$ cat src/rtl/intc_pkg.sv
package intc_pkg;
  localparam int DATA_W = 32;
  localparam int ADDR_W = 3;

  typedef enum logic [ADDR_W-1:0] {
    RA_PEND   = 3'd0,
    RA_ENABLE = 3'd1,
    RA_STEER  = 3'd2,
    RA_NORM   = 3'd3,
    RA_FAST   = 3'd4,
    RA_MASKED = 3'd5
  } reg_addr_e;
endpackage

$ cat src/rtl/intc_sync.sv
module intc_sync #(
  parameter int W      = 5,
  parameter int STAGES = 2
) (
  input  logic         clk,
  input  logic         rst,
  input  logic [W-1:0] rst_val,
  input  logic [W-1:0] d_i,
  output logic [W-1:0] q_o
);
  logic [W-1:0] chain [STAGES];

  genvar s;
  generate
    for (s = 0; s < STAGES; s++) begin : g_stage
      if (s == 0) begin : g_first
        always_ff @(posedge clk) begin
          if (rst) chain[s] <= rst_val;
          else     chain[s] <= d_i;
        end
      end else begin : g_rest
        always_ff @(posedge clk) begin
          if (rst) chain[s] <= rst_val;
          else     chain[s] <= chain[s-1];
        end
      end
    end
  endgenerate

  assign q_o = chain[STAGES-1];
endmodule

$ cat src/rtl/intc_src_status.sv
module intc_src_status #(
  parameter int               NUM_SRC     = 22,
  parameter int               NUM_EXT     = 5,
  parameter logic [NUM_EXT-1:0] EXT_LOW   = 5'b11011,
  parameter int               SYNC_STAGES = 2,
  localparam int              NUM_INT     = NUM_SRC - NUM_EXT
) (
  input  logic               clk,
  input  logic               rst,
  input  logic [NUM_EXT-1:0] ext_pin_i,
  input  logic [NUM_INT-1:0] int_pulse_i,
  input  logic [NUM_SRC-1:0] clr_mask_i,
  output logic [NUM_SRC-1:0] pend_o
);
  logic [NUM_EXT-1:0] pin_sync;
  logic [NUM_INT-1:0] sticky_q;

  // Synchronizer resets to the inactive level of every pin.
  intc_sync #(.W(NUM_EXT), .STAGES(SYNC_STAGES)) u_sync (
    .clk     (clk),
    .rst     (rst),
    .rst_val (EXT_LOW),
    .d_i     (ext_pin_i),
    .q_o     (pin_sync)
  );

  genvar k;
  generate
    for (k = 0; k < NUM_INT; k++) begin : g_sticky
      always_ff @(posedge clk) begin
        if (rst)                          sticky_q[k] <= 1'b0;
        else if (int_pulse_i[k])          sticky_q[k] <= 1'b1;
        else if (clr_mask_i[NUM_EXT + k]) sticky_q[k] <= 1'b0;
      end
    end
  endgenerate

  // Level sources: active when pin differs from its polarity mask bit.
  assign pend_o = {sticky_q, pin_sync ^ EXT_LOW};
endmodule

$ cat src/rtl/intc_prio_enc.sv
module intc_prio_enc #(
  parameter int N     = 22,
  parameter int IDX_W = 5
) (
  input  logic [N-1:0]     req_i,
  output logic             any_o,
  output logic [IDX_W-1:0] idx_o
);
  always_comb begin
    any_o = 1'b0;
    idx_o = '0;
    for (int i = N - 1; i >= 0; i--) begin
      if (req_i[i]) begin
        any_o = 1'b1;
        idx_o = IDX_W'(i);
      end
    end
  end
endmodule

$ cat src/rtl/intc_two_out.sv
module intc_two_out
  import intc_pkg::*;
#(
  parameter int                 NUM_SRC     = 22,
  parameter int                 NUM_EXT     = 5,
  parameter logic [NUM_EXT-1:0] EXT_LOW     = 5'b11011,
  parameter int                 SYNC_STAGES = 2,
  localparam int                NUM_INT     = NUM_SRC - NUM_EXT,
  localparam int                IDX_W       = $clog2(NUM_SRC)
) (
  input  logic                 clk,
  input  logic                 rst,
  input  logic [NUM_EXT-1:0]   ext_pin_i,
  input  logic [NUM_INT-1:0]   int_pulse_i,
  input  logic [ADDR_W-1:0]    reg_addr_i,
  input  logic                 reg_wr_i,
  input  logic [DATA_W-1:0]    reg_wdata_i,
  output logic [DATA_W-1:0]    reg_rdata_o,
  output logic                 irq_o,
  output logic [IDX_W-1:0]     irq_idx_o,
  output logic                 fiq_o,
  output logic [IDX_W-1:0]     fiq_idx_o
);
  logic [NUM_SRC-1:0] en_q, route_q, status_w, clr_mask;
  logic [NUM_SRC-1:0] req_norm, req_fast;
  logic               norm_any, fast_any;
  logic [IDX_W-1:0]   norm_idx, fast_idx;
  logic [DATA_W-1:0]  rd_next;

  assign clr_mask = (reg_wr_i && reg_addr_i == RA_PEND) ? reg_wdata_i[NUM_SRC-1:0] : '0;

  intc_src_status #(
    .NUM_SRC(NUM_SRC), .NUM_EXT(NUM_EXT), .EXT_LOW(EXT_LOW), .SYNC_STAGES(SYNC_STAGES)
  ) u_status (
    .clk         (clk),
    .rst         (rst),
    .ext_pin_i   (ext_pin_i),
    .int_pulse_i (int_pulse_i),
    .clr_mask_i  (clr_mask),
    .pend_o      (status_w)
  );

  always_ff @(posedge clk) begin
    if (rst) begin
      en_q    <= '0;
      route_q <= '0;
    end else if (reg_wr_i) begin
      if (reg_addr_i == RA_ENABLE) en_q    <= reg_wdata_i[NUM_SRC-1:0];
      if (reg_addr_i == RA_STEER)  route_q <= reg_wdata_i[NUM_SRC-1:0];
    end
  end

  assign req_norm = status_w & en_q & ~route_q;
  assign req_fast = status_w & en_q &  route_q;

  intc_prio_enc #(.N(NUM_SRC), .IDX_W(IDX_W)) u_enc_norm (
    .req_i (req_norm), .any_o (norm_any), .idx_o (norm_idx)
  );

  intc_prio_enc #(.N(NUM_SRC), .IDX_W(IDX_W)) u_enc_fast (
    .req_i (req_fast), .any_o (fast_any), .idx_o (fast_idx)
  );

  always_ff @(posedge clk) begin
    if (rst) begin
      irq_o     <= 1'b0;
      irq_idx_o <= '0;
      fiq_o     <= 1'b0;
      fiq_idx_o <= '0;
    end else begin
      irq_o     <= norm_any;
      irq_idx_o <= norm_idx;
      fiq_o     <= fast_any;
      fiq_idx_o <= fast_idx;
    end
  end

  always_comb begin
    rd_next = '0;
    case (reg_addr_i)
      RA_PEND:   rd_next[NUM_SRC-1:0] = status_w;
      RA_ENABLE: rd_next[NUM_SRC-1:0] = en_q;
      RA_STEER:  rd_next[NUM_SRC-1:0] = route_q;
      RA_NORM:   begin rd_next[DATA_W-1] = irq_o; rd_next[IDX_W-1:0] = irq_idx_o; end
      RA_FAST:   begin rd_next[DATA_W-1] = fiq_o; rd_next[IDX_W-1:0] = fiq_idx_o; end
      RA_MASKED: rd_next[NUM_SRC-1:0] = status_w & en_q;
      default:   rd_next = '0;
    endcase
  end

  always_ff @(posedge clk) begin
    if (rst) reg_rdata_o <= '0;
    else     reg_rdata_o <= rd_next;
  end
endmodule

$ cat config.mk
export PLATFORM = sky130hd
export DESIGN_NAME = intc_two_out
export DESIGN_NICKNAME = d
export VERILOG_FILES = /design/src/rtl/intc_pkg.sv /design/src/rtl/intc_sync.sv /design/src/rtl/intc_src_status.sv /design/src/rtl/intc_prio_enc.sv /design/src/rtl/intc_two_out.sv
export SDC_FILE = /design/constraint.sdc
export NUM_CORES = 1
export LEC_CHECK = 0
export CAP_MARGIN = 20
export CORE_MARGIN = 2
export CORE_UTILIZATION = 35
export DETAILED_ROUTE_END_ITERATION = 8
export DONT_BUFFER_PORTS = 1
export PLACE_DENSITY = 0.61
export SETUP_SLACK_MARGIN = 0.15
export SYNTH_ARGS = -nofsm -noshare
export SYNTH_HDL_FRONTEND = slang
export SYNTH_SLANG_ARGS = --single-unit
export TNS_END_PERCENT = 10
$ cat constraint.sdc
create_clock -name clk -period 1.8 [get_ports clk]
set_input_delay 0.18 -clock clk [delete_from_list [all_inputs] [get_ports clk]]
set_output_delay 0.18 -clock clk [all_outputs]
set_load 0.005 [all_outputs]
==> metrics.txt <==
Detail Route Antenna Nets 0; Yosys reg bits 106; worst reg-to-reg path cell count 5; CTS max path bufs 2; endpoints failing hold 0; status finished, final reports clean; core region area 13800 µm²; number of global-route vias before repair 4272; TNS Setup 0 ps; min setup slack post-route 195 ps; WL final 14.6 mm; number of CTS-inserted buffers 9; die width 122 µm; Final Max Slew Viols 0; root buf cell clkbuf_16; Worst setup EP type flop; cell count after synthesis 604; RSZ-0062 raised after global routing yes; I/O pins 104; Final Cycle Share 89.2%; largest net degree at the start of global routing 74; Initial Util 35.6%; top cell type's share of synthesized area 43.2%; placed insts 763; Syn Std Cell Area 4910 µm²; worst r2r src route_q[9]$_SDFFE_PP0P_; clk sinks 106; Final Critical Period 1610 ps; Synth Flop Type dfxtp_1; Reg clk slew, reported paths 80 ps; CTS H-tree depth 3; TritonCTS clock tree built; CP Max Fanout 4; part of the Yosys area used for sequential elements 43.2%; top cells by area, synth dfxtp_1 (43%), nand2_1 (10%), a21oi_1 (7.2%); EDFF count, synth 0; Syn. warnings 0; pre-CTS setup slack 233 ps; vias 4467; Die H 122 µm; Final Total Pwr 5050 µW; syn avg cell area 8.13 µm²; startpoint of the worst hold path reg_addr_i[2]; routability cong. 0.866; initial antenna violation count 0; # Post-CTS Setup Buffers 0; fin cells 827; Crit path required time 2010 ps; WS Path Type flop to flop; Synth top cells by count nand2_1 (135), dfxtp_1 (106), a21oi_1 (71); drt first pass iters 5; Max VDD drop 0.537 mV; Iter 0 DRT Violations 446; unique cell type count in the Yosys netlist 58; highest clock rate 623 MHz; power density cells 864 nW/µm²; # diodes 0; Slew @ Worst Pin 939 ps; synthesis-to-layout area growth 18.9%; hold_ws 9.06 ps; wire per inst 17.7 µm; Final HPWL DP 9.74 mm; R2R setup slack 190 ps; final setup fails 0; Die ar. 15000 µm²; hold worst-path end reg_rdata_o[31]$_SDFF_PP0_; dominant cell type by area after synthesis dfxtp_1; max-cap violations 0; Worst EP arrival 1820 ps; Slew headroom 37.2%; num rows 43; asr flop ratio synth 0%; Leak 0.00224 µW; nets@finish 702; first-pass GRT wire length 22.8 mm; drc violations 0; fillers 1414; most numerous cell in the Yosys netlist nand2_1; total grt overflow 0; vias per cell 5.40; number of port buffers 0; clk_skew 9.39 ps; Worst Hold Class input pin to flop; Startpoint Class flop; GR Util All Layers 20.1%; clk_lat worst skew 360 ps; layout cell share with drive strength beyond 1 9.12%; WHS Path Cells 2; Worst R2R End irq_o$_SDFF_PP0_
[registers in the layout, summed over array words and instances, names as in the netlist]
| signal | flops |
|---|---|
| irq_o | 1 |
| irq_idx_o | 5 |
| reg_rdata_o | 23 |
| fiq_o | 1 |
| u_status.u_sync.chain | 10 |
| route_q | 22 |
| u_status.pend_o | 17 |
| en_q | 22 |
| fiq_idx_o | 5 |
[cells in the final DEF (no fill, tap or decap), types with 6 or more instances in the layout]
master,count
nor2_1,59
buf_4,12
and3b_1,7
a211oi_1,7
nand3b_1,9
or2_2,9
a21o_1,16
clkbuf_16,9
dlygate4sd3_1,47
nand2_1,135
o21ai_0,8
dfxtp_1,106
a21oi_1,71
nand3_1,17
a22oi_1,15
a22o_1,14
a32oi_1,9
and3_1,6
conb_1,9
nand2b_1,7
[power breakdown]
part	switching [µW]	internal [µW]
combinational	216	192
sequential	73.3	2420
clock	918	1230
total	1210	3840
[worst max-delay path, cell delays in order (launching register included)]
cell and delay, ps:
dfxtp_1 360, nand3b_1 160, o21ai_1 180, nor3_1 340, and3_1 270, a31oi_1 130
[kinds of logic (layout without fill, tap and decap cells)]
kind of cell	after synthesis	count (layout)	share of synthesized area, %
AND/OR/NAND/NOR	285	285	28.6
AO/OA/AOI/OAI	168	168	22.7
flip-flops	106	106	43.2
buffers and inverters	43	78	5.25
other	1	9	0.0764
multiplexers	1	1	0.229
[per-layer routing]
metal / up-vias / GRT usage, % / wire, µm
met1: 2111 / 25.2 / 6280
met2: 157 / 31.6 / 6680
met3: 18 / 6.78 / 1330
met4: 0 / 8.48 / 322
met5: - / 0 / 0
li1: 2181 / - / -
[repair_timing]
action                                 CTS  global route
setup endpoints to repair                0             2
hold buffers                            48             0
endpoints found under the hold margin   78             0
gates resized for setup                  0             1
[metrics by stage]
stage | utilization [%] | cell area (µm²)
after floorplan | - | 4940
after global placement | 36.3 | 5000
after detailed placement | 36.3 | 5000
after CTS | 42.3 | 5830
after global routing | 42.4 | 5840
final | 42.4 | 5840
[how the worst max path moves through the flow]
stage | start | endpoint | slack (ps) | cells past startpoint
after floorplan | route_q[6]$_SDFFE_PP0P_ | irq_o$_SDFF_PP0_ | 420 | 5
after global placement | route_q[9]$_SDFFE_PP0P_ | irq_o$_SDFF_PP0_ | 230 | 5
after detailed placement | reg_addr_i[1] | reg_rdata_o[17]$_SDFF_PP0_ | 230 | 4
after CTS | route_q[9]$_SDFFE_PP0P_ | irq_o$_SDFF_PP0_ | 240 | 5
after global routing | en_q[4]$_SDFFE_PP0P_ | irq_o$_SDFF_PP0_ | 120 | 5
final | route_q[9]$_SDFFE_PP0P_ | irq_o$_SDFF_PP0_ | 190 | 5
[final cells by class]
| cell class | count | area [µm²] | share of cell area (%) |
|---|---|---|---|
| Timing Repair Buffer | 60 | 588 | 10.1 |
| Clock inverter | 7 | 98.8 | 1.69 |
| Tap cell | 180 | 225 | 3.86 |
| Multi-Input combinational cell | 463 | 2570 | 44.1 |
| Clock buffer | 9 | 225 | 3.86 |
| Inverter | 2 | 7.51 | 0.129 |
| Sequential cell | 106 | 2120 | 36.3 |
Power figures use the tool's default switching activity.
